### src/rtl/susp_wake_pkg.sv
package susp_wake_pkg;
  localparam int REG_W     = 8;
  localparam int CAUSE_BIT = 7;
  localparam int INIT_BIT  = 6;
  localparam int SUSP_BIT  = 5;
  localparam int PKG_BIT   = 4;
  localparam int RW_W      = 4;

  typedef struct packed {
    logic wrLow;
    logic swClr;
    logic setCause;
    logic clrCause;
    logic setInit;
    logic setSusp;
    logic clrSusp;
    logic capPkg;
  } strobes_t;
endpackage

### src/rtl/susp_wake_ctrl.sv
module susp_wake_ctrl
  import susp_wake_pkg::*;
#(
  parameter int SYNC_STAGES = 2
) (
  input  logic     clk,
  input  logic     hwRstN,
  input  logic     swRst,
  input  logic     clkRunning,
  input  logic     suspendEnter,
  input  logic     resumeDone,
  input  logic     rwakeN,
  input  logic     globalResume,
  input  logic     busReset,
  input  logic     regWrEn,
  output strobes_t stb
);
  logic [SYNC_STAGES-1:0] syncQ;
  logic armed;
  logic rstDone;
  logic remoteReq;
  logic globalReq;

  generate
    genvar g;
    for (g = 0; g < SYNC_STAGES; g++) begin : gSync
      if (g == 0) begin : gFirst
        always_ff @(posedge clk or negedge hwRstN)
          if (!hwRstN) syncQ[0] <= 1'b1;
          else         syncQ[0] <= rwakeN;
      end else begin : gNext
        always_ff @(posedge clk or negedge hwRstN)
          if (!hwRstN) syncQ[g] <= 1'b1;
          else         syncQ[g] <= syncQ[g-1];
      end
    end
  endgenerate

  assign remoteReq = ~syncQ[SYNC_STAGES-1];
  assign globalReq = globalResume | busReset;

  always_ff @(posedge clk or negedge hwRstN) begin
    if (!hwRstN) begin
      armed   <= 1'b0;
      rstDone <= 1'b0;
    end else begin
      rstDone <= 1'b1;
      if (suspendEnter)
        armed <= 1'b1;
      else if (resumeDone || (armed && (remoteReq || globalReq)))
        armed <= 1'b0;
    end
  end

  always_comb begin
    stb          = '0;
    stb.wrLow    = regWrEn;
    stb.swClr    = swRst;
    stb.clrCause = armed & globalReq;
    stb.setCause = armed & remoteReq & ~globalReq;
    stb.setInit  = clkRunning;
    stb.setSusp  = suspendEnter;
    stb.clrSusp  = resumeDone;
    stb.capPkg   = ~rstDone;
  end
endmodule

### src/rtl/susp_wake_dp.sv
module susp_wake_dp
  import susp_wake_pkg::*;
(
  input  logic             clk,
  input  logic             hwRstN,
  input  strobes_t         stb,
  input  logic [REG_W-1:0] wrData,
  input  logic             pkgStrap,
  output logic [REG_W-1:0] regVal
);
  logic [RW_W-1:0] rwQ;
  logic causeQ, initQ, suspQ, pkgQ, pkgValid;
  logic pkgView;

  always_ff @(posedge clk or negedge hwRstN) begin
    if (!hwRstN) begin
      rwQ    <= '0;
      causeQ <= 1'b0;
    end else if (stb.swClr) begin
      rwQ    <= '0;
      causeQ <= 1'b0;
    end else begin
      if (stb.wrLow)         rwQ    <= wrData[RW_W-1:0];
      if (stb.clrCause)      causeQ <= 1'b0;
      else if (stb.setCause) causeQ <= 1'b1;
    end
  end

  always_ff @(posedge clk or negedge hwRstN) begin
    if (!hwRstN) begin
      initQ    <= 1'b0;
      suspQ    <= 1'b0;
      pkgQ     <= 1'b0;
      pkgValid <= 1'b0;
    end else begin
      if (stb.setInit) initQ <= 1'b1;
      if (stb.setSusp)      suspQ <= 1'b1;
      else if (stb.clrSusp) suspQ <= 1'b0;
      if (stb.capPkg) begin
        pkgQ     <= pkgStrap;
        pkgValid <= 1'b1;
      end
    end
  end

  assign pkgView = pkgValid ? pkgQ : pkgStrap;

  always_comb begin
    regVal            = '0;
    regVal[RW_W-1:0]  = rwQ;
    regVal[PKG_BIT]   = pkgView;
    regVal[SUSP_BIT]  = suspQ;
    regVal[INIT_BIT]  = initQ;
    regVal[CAUSE_BIT] = causeQ & rwQ[RW_W-1];
  end
endmodule

### src/rtl/susp_wake_reg.sv
module susp_wake_reg
  import susp_wake_pkg::*;
#(
  parameter int SYNC_STAGES = 2
) (
  input  logic       clk,
  input  logic       hwRstN,
  input  logic       swRst,
  input  logic       clkRunning,
  input  logic       suspendEnter,
  input  logic       resumeDone,
  input  logic       rwakeN,
  input  logic       globalResume,
  input  logic       busReset,
  input  logic       pkgStrap,
  input  logic       regWrEn,
  input  logic [7:0] regWrData,
  input  logic       regRdEn,
  output logic [7:0] regRdData,
  output logic       featEn,
  output logic       boardFeatEn,
  output logic       lockoutEn,
  output logic       pullUpOut,
  output logic       pullUpOe
);
  strobes_t stb;
  logic [REG_W-1:0] regVal;

  susp_wake_ctrl #(.SYNC_STAGES(SYNC_STAGES)) ctrl_i (
    .clk(clk), .hwRstN(hwRstN), .swRst(swRst), .clkRunning(clkRunning),
    .suspendEnter(suspendEnter), .resumeDone(resumeDone), .rwakeN(rwakeN),
    .globalResume(globalResume), .busReset(busReset), .regWrEn(regWrEn),
    .stb(stb)
  );

  susp_wake_dp dp_i (
    .clk(clk), .hwRstN(hwRstN), .stb(stb), .wrData(regWrData),
    .pkgStrap(pkgStrap), .regVal(regVal)
  );

  assign regRdData   = regRdEn ? regVal : '0;
  assign featEn      = regVal[3];
  assign boardFeatEn = regVal[2];
  assign lockoutEn   = regVal[1];
  assign pullUpOut   = regVal[0];
  assign pullUpOe    = regVal[0];
endmodule

### config.mk
export PLATFORM = sky130hd
export DESIGN_NAME = susp_wake_reg
export DESIGN_NICKNAME = d
export VERILOG_FILES = /design/src/rtl/susp_wake_pkg.sv /design/src/rtl/susp_wake_ctrl.sv /design/src/rtl/susp_wake_dp.sv /design/src/rtl/susp_wake_reg.sv
export SDC_FILE = /design/constraint.sdc
export NUM_CORES = 1
export LEC_CHECK = 0
export BUFFER_PORTS_ARGS = -buffer_cell sky130_fd_sc_hd__buf_2
export CAP_MARGIN = 30
export CORE_UTILIZATION = 25
export DETAILED_ROUTE_END_ITERATION = 8
export GPL_TIMING_DRIVEN = 0
export PLACE_DENSITY_LB_ADDON = 0.12
export SETUP_SLACK_MARGIN = 0.02
export SLEW_MARGIN = 15
export SYNTH_ARGS = -nofsm -noshare
export SYNTH_HDL_FRONTEND = slang
export SYNTH_HIERARCHICAL = 1
export SYNTH_SLANG_ARGS = --single-unit
### constraint.sdc
create_clock -name clk -period 1.5 [get_ports clk]
set_clock_uncertainty 0.2 [all_clocks]
set_input_delay 0.075 -clock clk [delete_from_list [all_inputs] [get_ports clk]]
set_output_delay 0.075 -clock clk [all_outputs]
set_load 0.01 [all_outputs]
## Word level (Yosys, flattened, before mapping)

Cells that the tools add are included.

- Bits of input ports: 20
- Output and inout port bits: 13
- Register bits: 13
- Logic and storage cells: 35

- Bitwise logic cells: 7
- Muxes and demuxes: 11
- Reduce and logical (&&, ||, !) cells: 7

Operators with widths:

| kind | count |
|---|---|
| 1-bit two-way mux | 8 |
| 4-bit two-way mux | 2 |
| 8-bit two-way mux | 1 |
| 2-bit nonzero test | 3 |
| 1-bit AND | 4 |
| 3-bit nonzero test | 1 |
| 1-bit logical OR | 2 |
| 1-bit inverter | 2 |
| 1-bit logical AND | 1 |
| 1-bit bitwise OR | 1 |

## Longest topological paths before layout

Gate-level depths: netlist of run 1.

- Word-level depth: 6
- Depth in mapped cells: 4
- Mapped depth without buffers: 3

## Cells and area by module

The synthesis of run 1 kept the hierarchy.

By module, submodules not included:

| module | area each (um2) | times used | sequential area each (um2) | cells an instance |
|---|---|---|---|---|
| susp_wake_dp | 375.4 | 1 | 225.2 | 30 |
| susp_wake_ctrl | 181.4 | 1 | 102.6 | 16 |
| susp_wake_reg | 57.6 | 1 | 0.0 | 9 |

## Worst setup path after synthesis of run 1

Ideal clock, no wire load.

- Path type: reg2out
- Start: register dp_i.pkgValid
- End: output regRdData[4]
- Cell stages (with the launch flop): 4
- Arrival time: 945 ps
- Path buffers: 1
- Required time: 1225 ps
- Setup slack: 280 ps
- Cell sequence: dfrtp_1 -> mux2_1 -> buf_4 -> and2_1

- Cells in the longest elaborated chain, start to end: 2

Ends and longest elaborated chain:

| what | line | text |
|---|---|---|
| from (decl) | susp_wake_dp.sv:12 | `logic causeQ, initQ, suspQ, pkgQ, pkgValid;` |
| from (signal assigned) | susp_wake_dp.sv:34 | `pkgValid <= 1'b0;` |
| from (signal assigned) | susp_wake_dp.sv:41 | `pkgValid <= 1'b1;` |
| 1-bit two-way mux | susp_wake_dp.sv:46 | `assign pkgView = pkgValid ? pkgQ : pkgStrap;` |
| net dp_i.pkgView | susp_wake_dp.sv:13 | `logic pkgView;` |
| 8-bit two-way mux | susp_wake_reg.sv:41 | `assign regRdData = regRdEn ? regVal : '0;` |
| to (decl) | susp_wake_reg.sv:19 | `output logic [7:0] regRdData,` |

The timed path passes the listed nets, and every way through them passes these cells.

## Final worst setup path of run 1

- Start: register dp_i.pkgValid
- End: output regRdData[4]

- Cells in the longest elaborated chain, start to end: 2

Ends and longest elaborated chain:

| what | line | text |
|---|---|---|
| 1-bit two-way mux | susp_wake_dp.sv:46 |  |
| net regVal[4] | susp_wake_reg.sv:27 | `logic [REG_W-1:0] regVal;` |
| 8-bit two-way mux | susp_wake_reg.sv:41 |  |

The timed path passes the listed nets, and every way through them passes these cells.

==> impl_table.tex, run 1 <==
\begin{tabular}{lr}
\hline
Metric & Value \\
\hline
\multicolumn{2}{l}{\textbf{Die}} \\
Total core area & between 0.002 and 0.0025 mm² \\
Die Area & 0.00266 mm² \\
Number of placement rows & 17 \\
Horiz. Die Dim & roughly 52 µm \\
Initial Utilization & 0.272 \\
Top Ports & 33 \\
Die extent in y & between 50 and 60 µm \\
\multicolumn{2}{l}{\textbf{Setup path}} \\
Cell chain of the critical path & mux2\_4, and2\_4, buf\_6 \\
Worst EP arrival & approximately 1.2 ns \\
Dominant delay contributor by cell family on the critical path & flip-flops \\
Slowest-stage cell, CP & sky130\_fd\_sc\_hd\_\_dfrtp\_1 \\
Category of the worst setup path launch point & flop \\
CP bufs+invs & 1 \\
Critical setup path kind & flop to output pin \\
Crit path largest cell delay & roughly 0.4 ns \\
Critical path fanouts, max & 2 \\
Data required time of the worst path & 1.22 ns \\
Critical Path End Type & output pin \\
\multicolumn{2}{l}{\textbf{Clock tree}} \\
TritonCTS buffer count & 3 \\
Buffers from clock root to sink, at most & 2 \\
CTS H-Tree Depth & 1 \\
Clock latency on the worst-skew pair & about 0.28 ns \\
Buffer type at the clock tree root & sky130\_fd\_sc\_hd\_\_clkbuf\_4 \\
Sinks on Clock Net & 13 \\
Clock Pin Slew Worst Setup and Hold Paths & 0.08 ns \\
Number of post-CTS setup repair buffers & 0 \\
CTS tree & yes \\
\multicolumn{2}{l}{\textbf{Timing}} \\
Unrepaired setup endpoints after global routing & true \\
Highest clock frequency the design can meet & 0.672 GHz \\
Final hold violation count & 1 \\
Final setup violating endpoints & 0 \\
Worst hold slack & -0.0449 ns \\
Setup ws final & approximately 0.011 ns \\
Portion of the clock cycle consumed by the worst path in the final layout & 0.993 \\
Final Max Tran Viols & 0 \\
Min cycle time layout & 1.49 ns \\
Final-layout setup total negative slack & 0 ns \\
\multicolumn{2}{l}{\textbf{Power}} \\
Static leakage power & 0.000505 µW \\
Relative contribution of sequential cells to total power & 0.510 \\
Switching share of total power & 0.241 \\
Share of power burned in the clock network & 0.297 \\
Peak supply drop & 0.000463 V \\
Pint & about 560 µW \\
Combinational group share of total power & 0.193 \\
Power density over cell area & 760 mW/mm² \\
Net load switching power & about 180 µW \\
\multicolumn{2}{l}{\textbf{Placed design}} \\
Routability Congestion & $\sim$0.65 \\
Worst slack, placed & 0.155 ns \\
Placed inst area & 774 µm² \\
Number of buffer cells added on primary ports & 25 \\
\multicolumn{2}{l}{\textbf{Finish}} \\
Diodes inserted & 0 \\
Share of layout cells above drive strength 1 & 0.420 \\
Most frequent cells in the layout & sky130\_fd\_sc\_hd\_\_buf\_2 (24), sky130\_fd\_sc\_hd\_\_dlygate4sd3\_1 (17), sky130\_fd\_sc\_hd\_\_dfrtp\_1 (11) \\
Final design area excluding fillers & a little under 0.001 mm² \\
Final-layout fill cell count & 240 \\
Signed area change from the synthesized netlist to the final layout & 58.9\% \\
Most common library cell in the layout ignoring fill and taps & sky130\_fd\_sc\_hd\_\_buf\_2 \\
Share of the core filled with cells in the final layout & 0.433 \\
Post-layout net count & 121 \\
\multicolumn{2}{l}{\textbf{Synthesis}} \\
Number of distinct library cell variants in the gate-level netlist after synthesis & 16 \\
Post-synthesis sequential area ratio & 0.534 \\
Mean instance size in the synthesized netlist & roughly 11 µm² \\
Largest area contributor in the synthesized netlist & sky130\_fd\_sc\_hd\_\_dfrtp\_1 \\
Xor/xnor cell area share of the yosys netlist & 0 \\
Synth Cell Area & about 610 µm² \\
Fraction of synthesized cell area taken by the top area cell type & 0.448 \\
FF+latch count, synth & 13 \\
Cell count after synthesis & between 50 and 60 \\
Number of nets produced by synthesis & between 70 and 80 \\
Synth top area cells & sky130\_fd\_sc\_hd\_\_dfrtp\_1 (45\%), sky130\_fd\_sc\_hd\_\_buf\_4 (11\%), sky130\_fd\_sc\_hd\_\_and2\_1 (9.2\%) \\
Portion of netlist area occupied by mux cells & 0.102 \\
Compound-Gate Fraction of Synth Area & 0.0305 \\
Share of synthesized cell area in full adder, half adder and majority cells & 0 \\
Total of warnings raised by yosys & 6 \\
Dominant combinational cell family by area after synthesis & simple AND/OR/NAND/NOR gates \\
Post-synthesis simple-gate area fraction & 0.181 \\
\multicolumn{2}{l}{\textbf{GRT}} \\
Global-route wire length before repair & just under 2000 µm \\
Number of global-route vias before repair & 476 \\
Overflow after GRT & 0 \\
Global-route usage over all layers & 0.107 \\
Largest net degree at the start of global routing & 9 \\
Antenna violations before repair & 0 \\
\multicolumn{2}{l}{\textbf{Routing}} \\
Starting DRC count in detailed routing & 5 \\
Wire length after detailed routing & $\sim$1200 µm \\
Routed via count & about 500 \\
Remaining routing DRC violations & 0 \\
Number of iterations in the first detailed-routing pass & 2 \\
Post-route antenna net violation count & 0 \\
Drt wl/cell & about 9.6 µm \\
Vias per cell & between 3 and 4 \\
\multicolumn{2}{l}{\textbf{Outcome}} \\
Violations in the final reports & hold timing \\
Run status & complete, but fails checks \\
\multicolumn{2}{l}{\textbf{Flow run}} \\
MaxCap Viol Count & 0 \\
\multicolumn{2}{l}{\textbf{Hold path}} \\
Path class of the lowest-slack min-delay path & primary input to flop \\
\hline
\end{tabular}
==> per-stage QoR <==
stage / instances / power (µW)
3_5_place_dp: 108 / 493
3_3_place_gp: 108 / 491
6_report: 128 / 742
4_1_cts: 128 / 747
2_1_floorplan: 55 / 444
5_1_grt: 128 / 783
==> path summary, 6_finish.rpt <==
path | to | cells past startpoint | slack (ns) | from
max | regRdData[4] | 3 | 0.01 | dp_i/pkgValid$_DFFE_PN0P_
min | dp_i/rwQ[3]$_DFFE_PN0P_ | 4 | -0.04 | regWrEn
max reg2reg | dp_i/causeQ$_DFFE_PN0P_ | 3 | 0.28 | ctrl_i/syncQ[1]$_DFF_PN1_
min reg2reg | ctrl_i/syncQ[1]$_DFF_PN1_ | 0 | 0.17 | ctrl_i/syncQ[0]$_DFF_PN1_
max in group asynchronous | dp_i/rwQ[1]$_DFFE_PN0P_ | 3 | 0.29 | hwRstN
min in group asynchronous | ctrl_i/syncQ[0]$_DFF_PN1_ | 2 | 0.08 | hwRstN
==> cell type report <==
cell class | count | area, µm² | share of cell area
flip-flops and latches | 13 | 328 | 0.336
repair buffers | 42 | 302 | 0.309
multi-input cells | 29 | 203 | 0.208
plain buffers | 9 | 71.3 | 0.0731
well taps | 28 | 35.0 | 0.0359
clock buffers | 4 | 26.3 | 0.0269
inverters | 3 | 11.3 | 0.0115
==> Yosys cell counts (all sizes together) <==
cell type	count
a21o	1
a41o	1
and2	9
buf	10
conb	1
dfrtp	11
dfstp	2
inv	3
mux2	2
mux2i	4
nor2	6
nor2b	1
nor3	1
nor4b	1
or2	2
==> power by group through the flow <==
stage                     Clock [µW]  Combinational, µW  Sequential, µW
after global routing             244                158             380
after detailed placement           0                108             385
after floorplan                    0               57.8             386
final                            221                143             378
after global placement             0                107             384
after CTS                        228                140             378
==> registers in the layout, indices dropped and copies added, names as in the netlist <==
name	cells
dp_i/pkgValid	1
dp_i/suspQ	1
dp_i/rwQ	4
dp_i/causeQ	1
ctrl_i/rstDone	1
dp_i/initQ	1
ctrl_i/syncQ	2
ctrl_i/armed	1
dp_i/pkgQ	1
==> layer usage <==
metal	wire length, µm	global-route usage	vias up
li1	-	-	254
met1	572	0.124	215
met2	576	0.167	16
met3	58	0.0175	2
met4	16	0.0946	0
met5	0	0	-
==> logic make-up after synthesis <==
kind of cell / count (synthesis)
mux: 6
simple gates: 20
other cells: 1
compound gates: 2
buf+inv: 13
flops: 13
==> timing repair <==
item | 4_1_cts | 5_1_grt
gates resized for setup | 1 | 2
pin swaps | 1 | 1
hold buffers | 17 | 1
hold endpoints to repair | 23 | 1
endpoints found under the setup margin | 1 | 2
==> worst register-to-register path, cell delays in order, from the launching register on <==
cell and delay, ns:
sky130_fd_sc_hd__dfstp_2 0.38, sky130_fd_sc_hd__nor4b_1 0.34, sky130_fd_sc_hd__nor2_1 0.08, sky130_fd_sc_hd__nor3_1 0.13
Note: power is estimated with default switching activity, not from simulation.
==> run 2: changes to the inputs <==
Settings changed: PLACE_DENSITY_LB_ADDON 0.12 to 0.05.
==> run 2 against run 1 <==
- the flow now finishes without violations
- critical path depth unchanged
- total power is 2.7% lower
- utilization down 1.3 points
- largest power group unchanged
- via count fell by 0.41%
- register-to-register slack got worse by 0.22 ns
- critical endpoint unchanged
- fmax rose by 0.71%
- non-clock buffer count decreased by 3
- routed wire length fell by 7.5%
- die area unchanged
- sequential cell count unchanged
- sequential power barely moved
==> impl_table.tex, run 2 (synthesized netlist as in run 1, its figures left out) <==
\begin{tabular}{lr}
\hline
Metric & Value \\
\hline
\multicolumn{2}{l}{\textbf{Outcome}} \\
Run status & completed \\
\multicolumn{2}{l}{\textbf{Finish}} \\
Post-layout net count & roughly 120 \\
Multi-input logic area & 203 µm² \\
Largest registers & dp\_i/rwQ x4, ctrl\_i/syncQ x2 \\
Area of all sequential standard cells & between 300 and 400 µm² \\
Post-Layout Cell Count & between 100 and 150 \\
Flip-flop count of the largest register, all copies and words added & 4 \\
Diodes inserted & 0 \\
Final-layout fill cell count & between 200 and 250 \\
Most frequent cells in the layout & sky130\_fd\_sc\_hd\_\_buf\_2 (24), sky130\_fd\_sc\_hd\_\_dlygate4sd3\_1 (14), sky130\_fd\_sc\_hd\_\_dfrtp\_1 (11) \\
Signed area change from the synthesized netlist to the final layout & 54.2\% \\
Top reg by flops & dp\_i/rwQ \\
Most common library cell in the layout ignoring fill and taps & sky130\_fd\_sc\_hd\_\_buf\_2 \\
Share of layout cells above drive strength 1 & 0.443 \\
\multicolumn{2}{l}{\textbf{Power}} \\
Power, Total & 722 µW \\
Relative contribution of sequential cells to total power & 0.524 \\
Combinational group share of total power & 0.189 \\
Peak supply drop & 0.000431 V \\
Switching share of total power & 0.234 \\
Net load switching power & roughly 170 µW \\
Share of power burned in the clock network & 0.287 \\
Pint & roughly 550 µW \\
Static leakage power & 0.000497 µW \\
Power density over cell area & 763 mW/mm² \\
\multicolumn{2}{l}{\textbf{Die}} \\
Initial Utilization & 0.272 \\
Die extent in y & between 50 and 60 µm \\
Die Area & between 0.002 and 0.003 mm² \\
Total core area & around 0.0023 mm² \\
Top Ports & 33 \\
Horiz. Die Dim & roughly 52 µm \\
Number of placement rows & 17 \\
\multicolumn{2}{l}{\textbf{Clock tree}} \\
Number of post-CTS setup repair buffers & 0 \\
Clock Pin Slew Worst Setup and Hold Paths & $\sim$0.080 ns \\
CTS H-Tree Depth & 1 \\
Sinks on Clock Net & 13 \\
CTS tree & yes \\
Buffers from clock root to sink, at most & 2 \\
TritonCTS buffer count & 3 \\
Buffer type at the clock tree root & sky130\_fd\_sc\_hd\_\_clkbuf\_4 \\
Clock latency on the worst-skew pair & about 0.27 ns \\
\multicolumn{2}{l}{\textbf{Placed design}} \\
Routability Congestion & around 0.6 \\
Instance count after placement with tap cells included & roughly 110 \\
Number of buffer cells added on primary ports & 25 \\
Half-perimeter wire length after placement & about 830 µm \\
\multicolumn{2}{l}{\textbf{Routing}} \\
Vias per cell & about 3.9 \\
Wire length after detailed routing & 1130 µm \\
Routed via count & 485 \\
Starting DRC count in detailed routing & 2 \\
Post-route antenna net violation count & 0 \\
Remaining routing DRC violations & 0 \\
Number of iterations in the first detailed-routing pass & 2 \\
Drt wl/cell & a little over 9 µm \\
\multicolumn{2}{l}{\textbf{Timing}} \\
Portion of the clock cycle consumed by the worst path in the final layout & 0.986 \\
Final Max Tran Viols & 0 \\
Min cycle time layout & around 1.5 ns \\
Highest clock frequency the design can meet & roughly 0.68 GHz \\
Final hold violation count & 0 \\
Worst hold slack & $\sim$0.006 ns \\
Unrepaired setup endpoints after global routing & true \\
Final-layout setup total negative slack & 0 ns \\
Final setup violating endpoints & 0 \\
\multicolumn{2}{l}{\textbf{Setup path}} \\
Critical Path End Type & output pin \\
Cell chain of the critical path & mux2\_4, and2\_4, buf\_6 \\
Category of the worst setup path launch point & flop \\
Data required time of the worst path & 1.22 ns \\
Crit path largest cell delay & 0.39 ns \\
Worst EP arrival & between 1 and 1.5 ns \\
Dominant delay contributor by cell family on the critical path & flip-flops \\
Critical path fanouts, max & 2 \\
Slowest-stage cell, CP & sky130\_fd\_sc\_hd\_\_dfrtp\_1 \\
CP bufs+invs & 1 \\
Critical setup path kind & flop to output pin \\
\multicolumn{2}{l}{\textbf{GRT}} \\
Antenna violations before repair & 0 \\
Overflow after GRT & 0 \\
Global-route wire length before repair & roughly 1800 µm \\
Global-route usage over all layers & 0.0944 \\
Largest net degree at the start of global routing & 14 \\
Number of global-route vias before repair & approximately 480 \\
\multicolumn{2}{l}{\textbf{Flow run}} \\
MaxCap Viol Count & 0 \\
\multicolumn{2}{l}{\textbf{Hold path}} \\
Path class of the lowest-slack min-delay path & primary input to async pin \\
\hline
\end{tabular}
[run 2: cell types whose count changed in the layout (fill, tap and decap cells not counted), sizes merged]
| cell | delta |
|---|---|
| clkbuf | -1 |
| clkinv | +1 |
| dlygate4sd3 | -3 |
[run 2: power by group through the flow]
stage               sequential (µW)  clock, µW  combinational, µW
finish                          379        207                136
global route                    380        235                151
CTS                             379        221                135
detailed placement              386          0                108
global placement                384          0                107
floorplan                       386          0               57.8
[run 2: routing by layer]
metal / vias up / global-route usage / wire length, µm
li1: 247 / - / -
met1: 216 / 0.103 / 526
met2: 22 / 0.160 / 519
met3: 0 / 0.0292 / 86
met4: 0 / 0.0541 / 0
met5: - / 0 / 0
[run 2: final timing paths]
path / startpoint / end / slack [ns] / cells past startpoint
worst max-delay path: dp_i/pkgValid$_DFFE_PN0P_ / regRdData[4] / 0.02 / 3
worst min-delay path: hwRstN / dp_i/suspQ$_DFFE_PN0P_ / 0.006 / 2
worst max register to register: dp_i/rwQ[2]$_DFFE_PN0P_ / dp_i/rwQ[2]$_DFFE_PN0P_ / 0.06 / 3
worst min register to register: ctrl_i/syncQ[0]$_DFF_PN1_ / ctrl_i/syncQ[1]$_DFF_PN1_ / 0.16 / 0
max in group asynchronous: hwRstN / ctrl_i/syncQ[1]$_DFF_PN1_ / 0.82 / 2
min in group clk: ctrl_i/syncQ[0]$_DFF_PN1_ / ctrl_i/syncQ[1]$_DFF_PN1_ / 0.16 / 0
[run 2: worst reg2reg max path, stage by stage, from the launching register on]
cell	delay, ns
sky130_fd_sc_hd__dfrtp_1	0.39
sky130_fd_sc_hd__mux2i_1	0.13
sky130_fd_sc_hd__nor2_1	0.05
sky130_fd_sc_hd__dlygate4sd3_1	0.55
[run 2: repair_timing]
item                                    CTS  global route
pin swaps                                 1             0
hold buffers                             14             0
hold endpoints to repair                 23             0
endpoints found under the setup margin    1             1
resized for setup                         1             2
[run 2: layout make-up]
cell class,count,share of cell area
Clock inverter,1,0.00528
Timing Repair Buffer,39,0.287
Buffer,9,0.0753
Clock buffer,3,0.0238
Sequential cell,13,0.346
Multi-Input combinational cell,29,0.214
Inverter,3,0.0119
Tap cell,28,0.0370
[run 2: per-stage QoR]
| step | instance area (µm²) | utilization | setup WS [ns] |
|---|---|---|---|
| 3_3_place_gp | 774 | 0.344 | 0.161 |
| 4_1_cts | 938 | 0.416 | -0.00905 |
| 3_5_place_dp | 774 | 0.344 | 0.165 |
| 6_report | 947 | 0.420 | 0.0213 |
| 5_1_grt | 947 | 0.420 | -0.0295 |
| 2_1_floorplan | 614 | - | 0.280 |
==> run 3: changes to the inputs <==
Clock period 1.5 ns to 1.4 ns, I/O delays scaled along.
==> run 3 against run 2 <==
- the run now ends with setup timing left
- cell count is 1.6% higher
- highest routed layer is now met4
- global-route usage is 0.19 points lower
- sequential cell count stayed put
- critical endpoint unchanged
==> impl_table.tex, run 3 (synthesized netlist as in run 1, its figures left out) <==
\begin{tabular}{lr}
\hline
Metric & Value \\
\hline
\multicolumn{2}{l}{\textbf{Setup path}} \\
CP bufs+invs & 1 \\
Start point of the critical path & dp\_i/pkgValid\$\_DFFE\_PN0P\_ \\
Dominant delay contributor by cell family on the critical path & flip-flops \\
Last element of the critical path & regRdData[4] \\
Crit path largest cell delay & slightly below 0.4 ns \\
Critical setup path kind & flop to output pin \\
Data required time of the worst path & 1.13 ns \\
R2r endpoint & dp\_i/causeQ\$\_DFFE\_PN0P\_ \\
Critical Path End Type & output pin \\
Cell chain of the critical path & mux2\_4, and2\_4, buf\_6 \\
Worst reg2reg path startpoint & ctrl\_i/syncQ[1]\$\_DFF\_PN1\_ \\
Category of the worst setup path launch point & flop \\
Logic depth of the worst register-to-register path & 3 \\
Number of cells on the critical path & 3 \\
Slowest-stage cell, CP & sky130\_fd\_sc\_hd\_\_dfrtp\_1 \\
Critical path fanouts, max & 2 \\
R2R Setup Slk & approximately 0.20 ns \\
Worst EP arrival & between 1 and 1.5 ns \\
\multicolumn{2}{l}{\textbf{Die}} \\
Die extent in y & $\sim$52 µm \\
Initial Utilization & 0.272 \\
Number of placement rows & 17 \\
Top Ports & 33 \\
Total core area & about 0.0023 mm² \\
Horiz. Die Dim & roughly 52 µm \\
Die Area & roughly 0.0027 mm² \\
\multicolumn{2}{l}{\textbf{GRT}} \\
Antenna violations before repair & 0 \\
Overflow after GRT & 0 \\
Global-route usage over all layers & 0.0925 \\
Number of global-route vias before repair & around 470 \\
Global-route wire length before repair & 1770 µm \\
Largest net degree at the start of global routing & 14 \\
\multicolumn{2}{l}{\textbf{Placed design}} \\
Routability Congestion & $\sim$0.6 \\
Half-perimeter wire length after placement & about 830 µm \\
Number of buffer cells added on primary ports & 25 \\
\multicolumn{2}{l}{\textbf{Finish}} \\
Final-layout fill cell count & roughly 250 \\
Area of all sequential standard cells & $\sim$330 µm² \\
Most common library cell in the layout ignoring fill and taps & sky130\_fd\_sc\_hd\_\_buf\_2 \\
Multi-input logic area & 203 µm² \\
Share of the core filled with cells in the final layout & 0.427 \\
Largest registers & dp\_i/rwQ x4, ctrl\_i/syncQ x2 \\
Signed area change from the synthesized netlist to the final layout & 56.6\% \\
Top reg by flops & dp\_i/rwQ \\
Most frequent cells in the layout & sky130\_fd\_sc\_hd\_\_buf\_2 (24), sky130\_fd\_sc\_hd\_\_dlygate4sd3\_1 (14), sky130\_fd\_sc\_hd\_\_dfrtp\_1 (11) \\
Flip-flop count of the largest register, all copies and words added & 4 \\
Post-layout net count & 120 \\
Share of layout cells above drive strength 1 & 0.455 \\
Diodes inserted & 0 \\
\multicolumn{2}{l}{\textbf{Timing}} \\
Min cycle time layout & around 1.5 ns \\
Worst hold slack & 0.0000361 ns \\
Final setup violating endpoints & 1 \\
Final hold violation count & 0 \\
Unrepaired setup endpoints after global routing & true \\
Portion of the clock cycle consumed by the worst path in the final layout & 1.05 \\
Highest clock frequency the design can meet & between 0.6 and 0.7 GHz \\
Final Max Tran Viols & 0 \\
Setup ws final & -0.0734 ns \\
\multicolumn{2}{l}{\textbf{Routing}} \\
Starting DRC count in detailed routing & 4 \\
Remaining routing DRC violations & 0 \\
Vias per cell & approximately 3.9 \\
Routed via count & approximately 490 \\
Wire length after detailed routing & between 1000 and 1500 µm \\
Number of iterations in the first detailed-routing pass & 4 \\
Drt wl/cell & between 8 and 9 µm \\
Post-route antenna net violation count & 0 \\
\multicolumn{2}{l}{\textbf{Hold path}} \\
Path class of the lowest-slack min-delay path & primary input to async pin \\
\multicolumn{2}{l}{\textbf{Power}} \\
Power density over cell area & about 800 mW/mm² \\
Share of power burned in the clock network & 0.287 \\
Pint & about 600 µW \\
Net load switching power & approximately 180 µW \\
Static leakage power & about 0.00051 µW \\
Relative contribution of sequential cells to total power & 0.521 \\
Combinational group share of total power & 0.192 \\
Switching share of total power & 0.234 \\
Peak supply drop & 0.000461 V \\
Power, Total & roughly 780 µW \\
\multicolumn{2}{l}{\textbf{Clock tree}} \\
Buffers from clock root to sink, at most & 2 \\
Sinks on Clock Net & 13 \\
TritonCTS buffer count & 3 \\
Clock Pin Slew Worst Setup and Hold Paths & around 0.080 ns \\
Clock latency on the worst-skew pair & $\sim$0.27 ns \\
Buffer type at the clock tree root & sky130\_fd\_sc\_hd\_\_clkbuf\_4 \\
CTS tree & yes \\
CTS H-Tree Depth & 1 \\
\multicolumn{2}{l}{\textbf{Outcome}} \\
Run status & complete, but fails checks \\
Violations in the final reports & setup timing \\
\multicolumn{2}{l}{\textbf{Flow run}} \\
MaxCap Viol Count & 0 \\
\hline
\end{tabular}
run 3: cell types whose count changed in the layout (fill, tap and decap cells not counted), sizes merged:
cell  delta
buf      +2
run 3: worst min path at each step:
stage	from	endpoint	slack [ns]	cells past startpoint
final	hwRstN	dp_i/suspQ$_DFFE_PN0P_	0.00004	2
after global routing	hwRstN	ctrl_i/rstDone$_DFF_PN0_	0.02	2
after CTS	hwRstN	ctrl_i/armed$_DFFE_PN0P_	0.005	2
after detailed placement	hwRstN	dp_i/suspQ$_DFFE_PN0P_	-0.23	1
after global placement	hwRstN	dp_i/suspQ$_DFFE_PN0P_	-0.22	1
after floorplan	hwRstN	ctrl_i/armed$_DFFE_PN0P_	-0.43	0
run 3: layout make-up:
| class | count | area share |
|---|---|---|
| tap | 28 | 0.0364 |
| inverter | 3 | 0.0117 |
| sequential | 13 | 0.341 |
| timing repair buffer | 41 | 0.298 |
| buffer | 9 | 0.0741 |
| clock inverter | 1 | 0.00520 |
| clock buffer | 3 | 0.0234 |
| multi-input combinational | 29 | 0.211 |
run 3: power by group through the flow:
stage                     clock network, µW  logic, µW  registers, µW
after global placement                    0        114            412
final                                   223        149            405
after floorplan                           0       61.9            414
after CTS                               237        144            406
after detailed placement                  0        116            413
after global routing                    253        165            407
run 3: timing repair:
action / CTS / global route
setup endpoints to repair: 1 / 2
pin swaps: 1 / 2
gates resized for setup: 1 / 2
hold buffers: 14 / 0
endpoints found under the hold margin: 23 / 0
cloned: 0 / 0
setup buffers: 0 / 2
run 3: metrics by stage:
stage / area, µm² / setup TNS [ns] / std cells / setup WS (ns)
2_1_floorplan: 614 / 0 / 55 / 0.185
3_3_place_gp: 774 / 0 / 108 / 0.0656
3_5_place_dp: 774 / 0 / 108 / 0.0702
4_1_cts: 938 / -0.104 / 125 / -0.104
5_1_grt: 962 / -0.125 / 127 / -0.125
6_report: 962 / -0.0734 / 127 / -0.0734
run 3: metal layers:
metal	vias to the layer above	part of all wire	GRT usage
li1	250	-	-
met1	220	0.46	0.105
met2	22	0.45	0.154
met3	2	0.074	0.0263
met4	0	0.0099	0.0541
met5	-	0	0
